**src/rtl/opr_pkg.sv**
```systemverilog
package opr_pkg;
    localparam int IR_W = 12;
    localparam logic [2:0] OPC_OPERATE = 3'd7;

    typedef enum logic [2:0] {
        ST_IDLE,
        ST_G1_CC,
        ST_G1_ROT,
        ST_G1_INC,
        ST_G2_SKIP,
        ST_G2_OSR,
        ST_G2_HLT,
        ST_DONE
    } opr_state_e;
endpackage

```
**src/rtl/opr_g1_alu.sv**
```systemverilog
module opr_g1_alu
    import opr_pkg::*;
#(
    parameter int W = 12
) (
    input  opr_state_e       stage,
    input  logic [IR_W-1:0]  ir,
    input  logic [W-1:0]     acc,
    input  logic             lnk,
    output logic [W-1:0]     acc_nx,
    output logic             lnk_nx
);
    localparam int LW = W + 1;

    logic [LW-1:0] word;
    logic [LW-1:0] res;

    assign word = {lnk, acc};

    always_comb begin
        res = word;
        unique case (stage)
            ST_G1_CC: begin
                unique case ({ir[7], ir[5]})
                    2'b01:   res[W-1:0] = ~acc;
                    2'b10:   res[W-1:0] = '0;
                    2'b11:   res[W-1:0] = '1;
                    default: res[W-1:0] = acc;
                endcase
                unique case ({ir[6], ir[4]})
                    2'b01:   res[W] = ~lnk;
                    2'b10:   res[W] = 1'b0;
                    2'b11:   res[W] = 1'b1;
                    default: res[W] = lnk;
                endcase
            end
            ST_G1_ROT: begin
                unique case (ir[3:1])
                    3'd2:    res = {word[LW-2:0], word[LW-1]};
                    3'd3:    res = {word[LW-3:0], word[LW-1:LW-2]};
                    3'd4:    res = {word[0], word[LW-1:1]};
                    3'd5:    res = {word[1:0], word[LW-1:2]};
                    default: res = word;
                endcase
            end
            ST_G1_INC: begin
                if (ir[0]) res = word + LW'(1);
            end
            default: res = word;
        endcase
    end

    assign acc_nx = res[W-1:0];
    assign lnk_nx = res[W];
endmodule

```
**src/rtl/opr_g2_alu.sv**
```systemverilog
module opr_g2_alu
    import opr_pkg::*;
#(
    parameter int W = 12
) (
    input  opr_state_e       stage,
    input  logic [IR_W-1:0]  ir,
    input  logic [W-1:0]     acc,
    input  logic             lnk,
    input  logic [W-1:0]     pc,
    input  logic [W-1:0]     sw,
    input  logic             halt,
    output logic [W-1:0]     acc_nx,
    output logic [W-1:0]     pc_nx,
    output logic             halt_nx
);
    logic test_hit;

    assign test_hit = (ir[6] & acc[W-1]) | (ir[5] & (acc == '0)) | (ir[4] & lnk);

    always_comb begin
        acc_nx  = acc;
        pc_nx   = pc;
        halt_nx = halt;
        unique case (stage)
            ST_G2_SKIP: begin
                if (ir[7]) acc_nx = '0;
                if (test_hit ^ ir[3]) pc_nx = pc + W'(1);
            end
            ST_G2_OSR: begin
                if (ir[2]) acc_nx = acc | sw;
            end
            ST_G2_HLT: begin
                if (ir[1]) halt_nx = 1'b1;
            end
            default: ;
        endcase
    end
endmodule

```
**src/rtl/opr_unit.sv**
```systemverilog
module opr_unit
    import opr_pkg::*;
#(
    parameter int W = 12
) (
    input  logic             clk,
    input  logic             rst_n,
    input  logic             start,
    input  logic [IR_W-1:0]  ir_in,
    input  logic [W-1:0]     acc_in,
    input  logic             link_in,
    input  logic [W-1:0]     pc_in,
    input  logic [W-1:0]     sw_in,
    output logic [W-1:0]     acc_out,
    output logic             link_out,
    output logic [W-1:0]     pc_out,
    output logic             halt_out,
    output logic             done,
    output logic             busy
);
    opr_state_e state_q, state_d;

    logic [IR_W-1:0] ir_q;
    logic [W-1:0]    acc_q, pc_q, sw_q;
    logic            lnk_q, halt_q;

    logic [W-1:0]    g1_acc, g2_acc, g2_pc;
    logic            g1_lnk, g2_halt;
    logic            in_g1, in_g2;

    opr_g1_alu #(.W(W)) u_g1 (
        .stage  (state_q),
        .ir     (ir_q),
        .acc    (acc_q),
        .lnk    (lnk_q),
        .acc_nx (g1_acc),
        .lnk_nx (g1_lnk)
    );

    opr_g2_alu #(.W(W)) u_g2 (
        .stage   (state_q),
        .ir      (ir_q),
        .acc     (acc_q),
        .lnk     (lnk_q),
        .pc      (pc_q),
        .sw      (sw_q),
        .halt    (halt_q),
        .acc_nx  (g2_acc),
        .pc_nx   (g2_pc),
        .halt_nx (g2_halt)
    );

    assign in_g1 = (state_q == ST_G1_CC) || (state_q == ST_G1_ROT) || (state_q == ST_G1_INC);
    assign in_g2 = (state_q == ST_G2_SKIP) || (state_q == ST_G2_OSR) || (state_q == ST_G2_HLT);

    always_comb begin
        state_d = state_q;
        unique case (state_q)
            ST_IDLE: begin
                if (start) begin
                    if (ir_in[11:9] != OPC_OPERATE) state_d = ST_DONE;
                    else if (!ir_in[8])             state_d = ST_G1_CC;
                    else if (!ir_in[0])             state_d = ST_G2_SKIP;
                    else                            state_d = ST_DONE;
                end
            end
            ST_G1_CC:   state_d = ST_G1_ROT;
            ST_G1_ROT:  state_d = ST_G1_INC;
            ST_G1_INC:  state_d = ST_DONE;
            ST_G2_SKIP: state_d = ST_G2_OSR;
            ST_G2_OSR:  state_d = ST_G2_HLT;
            ST_G2_HLT:  state_d = ST_DONE;
            ST_DONE:    state_d = ST_IDLE;
            default:    state_d = ST_IDLE;
        endcase
    end

    always_ff @(posedge clk or negedge rst_n) begin
        if (!rst_n) state_q <= ST_IDLE;
        else        state_q <= state_d;
    end

    always_ff @(posedge clk or negedge rst_n) begin
        if (!rst_n) begin
            ir_q   <= '0;
            acc_q  <= '0;
            pc_q   <= '0;
            sw_q   <= '0;
            lnk_q  <= 1'b0;
            halt_q <= 1'b0;
        end else if (state_q == ST_IDLE && start) begin
            ir_q   <= ir_in;
            acc_q  <= acc_in;
            pc_q   <= pc_in;
            sw_q   <= sw_in;
            lnk_q  <= link_in;
            halt_q <= 1'b0;
        end else if (in_g1) begin
            acc_q <= g1_acc;
            lnk_q <= g1_lnk;
        end else if (in_g2) begin
            acc_q  <= g2_acc;
            pc_q   <= g2_pc;
            halt_q <= g2_halt;
        end
    end

    always_comb begin
        acc_out  = acc_q;
        link_out = lnk_q;
        pc_out   = pc_q;
        halt_out = halt_q;
        done     = (state_q == ST_DONE);
        busy     = in_g1 || in_g2;
    end
endmodule

```
**config.mk**
```make
export PLATFORM = sky130hd
export DESIGN_NAME = opr_unit
export DESIGN_NICKNAME = d
export VERILOG_FILES = /design/src/rtl/opr_pkg.sv /design/src/rtl/opr_g1_alu.sv /design/src/rtl/opr_g2_alu.sv /design/src/rtl/opr_unit.sv
export SDC_FILE = /design/constraint.sdc
export NUM_CORES = 1
export LEC_CHECK = 0
export BUFFER_PORTS_ARGS = -buffer_cell sky130_fd_sc_hd__buf_4
export CAP_MARGIN = 25
export CORE_MARGIN = 4
export CORE_UTILIZATION = 40
export DETAILED_ROUTE_END_ITERATION = 8
export PLACE_DENSITY = 0.63
export SYNTH_ARGS = -nofsm -noshare
export SYNTH_HDL_FRONTEND = slang
export SYNTH_HIERARCHICAL = 1
export SYNTH_SLANG_ARGS = --single-unit
```
**constraint.sdc**
```tcl
create_clock -name clk -period 2.95 [get_ports clk]
set_input_delay 0.4425 -clock clk [delete_from_list [all_inputs] [get_ports clk]]
set_output_delay 0.4425 -clock clk [all_outputs]
set_load 0.05 [all_outputs]
```
==> out/summary.txt <==
CTS Hold Buffers Added -> 0
Fin Setup TNS -> 0 ns
Core Region -> 11400 sq um
worst slack, placed -> 0.502 ns
CP endpoint kind -> flip-flop
critical path's top delay family -> simple AND/OR/NAND/NOR gates
PD cells -> 1240 nW/um^2
share of cells above drive strength 1 -> 0.258
row cnt -> 39
largest net degree at the start of global routing -> 50
DRC violations left -> 0
Final min period -> 2.52 ns
TritonCTS Sinks -> 49
Antenna Violating Nets Remaining -> 0
critical path cell sequence -> nand4_1, or4_1, a211oi_1, o22a_1, a21oi_1, nor3_1, o41ai_2
fmax -> 0.397 GHz
# port buffers -> 79
H-tree levels -> 2
total track usage -> 0.221
CTS root buf -> clkbuf_16
first-pass GRT wire length -> 23.9 mm
placed inst area -> 5400 sq um
Finished Cell Area -> 5570 sq um
unrepaired setup endpoints after global routing -> no
IO Pins -> 80
Hold Vio Cnt, Final -> 0
# diodes -> 0
synth warn -> 6
First DRT Iteration DRCs -> 407
Crit Path Max Fanout -> 17
vias in the first global route -> 4645
CTS resizes -> 0
final wirelength -> 14.5 mm
pins over their slew limit -> 0
die area -> 13400 sq um
Post-Synthesis Cells -> 572
kind of critical path -> reg2reg
WHS -> 0.169 ns
Critical path buffers and inverters -> 0
Vias/cell -> 5.98
Least-Margin Pin Slew -> 0.904 ns
vias post-DR -> 4658
reg2reg start -> acc_out[4]
TritonCTS clock tree -> yes
postcts setup bufs -> 0
Worst-path clk slew -> 0.07 ns
Syn Area/Cell -> 8.09 sq um
Worst EP required -> 3.12 ns
nets -> 689
MaxCap Viol Count -> 0
initial antenna violation count -> 0
critical path startpoint -> acc_out[4]
Peak VDD IR -> 0.715 mV
Max-slew headroom -> 0.393
die height -> 116 um
gpl congestion -> 0.931
GRT Residual Overflow -> 0
critical path startpoint category -> flip-flop
endpoints failing setup -> 0
Hold WC Path Type -> in2async
Clock Path Buffers -> 2
CTS Buf Count -> 5
Initial Util -> 0.407
wire length per cell -> 18.6 um
DP Wirelength -> 10.6 mm
outcome -> completed
Final period util -> 0.854
Cell Area, Synth -> 4630 sq um
CP arrival -> 2.69 ns
Die Wd -> 116 um
synthesis-to-finish area growth -> 20.4%
Pre-Repair DR Iteration Count -> 5
Slowest-stage cell, CP -> dfrtp_1
P_leak -> 0.00228 uW
worst skew pair latency -> 0.29 ns
Final WS setup -> 0.432 ns
Post-Syn Nets -> 626
Final Skew -> 0.00510 ns
CP max stage delay -> 0.68 ns
-- cell usage in the layout, fill, tap and decap left out, types with 4 or more instances in the layout --
cell         n
o21a_1      14
a311oi_1     4
mux2_2      20
o41ai_2      9
nor2b_1     25
o211ai_1     6
a31oi_1      6
nor3_1      24
a211o_1      4
nor4_1       6
buf_4      105
nor3b_1     12
a22oi_1     12
mux2i_1     10
xnor2_1     20
nand2b_1    16
inv_1       24
nand4_1      9
a21oi_1     34
and2_1       5
nand3_1     15
clkbuf_16    5
a211oi_1     7
dfrtp_1     48
nand2_1     31
nor2_1      48
o21ai_0     42
-- flip-flops by register name, indices dropped and copies added, names as in the netlist --
name,cells
acc_out,12
pc_out,12
sw_q,12
ir_q,8
state_q,3
halt_out,1
link_out,1
-- final cells by class --
class | count | area [sq um]
clock buffers | 7 | 143
inverters | 24 | 90.1
flip-flops and latches | 49 | 1230
repair buffers | 107 | 828
clock inverters | 1 | 30.0
fillers | 1093 | 5800
well taps | 143 | 179
multi-input cells | 448 | 3080
-- layer usage --
metal  up-vias  routed length (um)  share of wire  GRT usage
li1       2226                   -              -          -
met5         -                   0              0          0
met2       156                6810           0.47      0.348
met1      2260                6630           0.46      0.321
met3        16                 870          0.060     0.0303
met4         0                 195          0.013     0.0563
-- metrics by stage --
| step | utilization | cells | total power, uW |
|---|---|---|---|
| 6_report | 0.490 | 779 | 6940 |
| 5_1_grt | 0.490 | 779 | 7490 |
| 4_1_cts | 0.490 | 779 | 6930 |
| 3_5_place_dp | 0.475 | 771 | 6230 |
| 3_3_place_gp | 0.475 | 771 | 6170 |
| 2_1_floorplan | - | 572 | 4900 |
-- final timing paths --
kind,end,cells past startpoint,slack [ns]
max,acc_out[10],7,0.43
min,ir_q[7],1,0.17
max reg2reg,acc_out[10],7,0.43
min reg2reg,sw_q[3],1,0.51
max in group asynchronous,state_q[2],1,2.28
min in group clk,pc_out[2],3,0.35
-- power by group --
part           switching, uW  internal (uW)  total [uW]
combinational           2700           1900        4600
clock                    255            424         679
sequential               671            994        1660
Note: power is estimated with default switching activity, not from simulation.
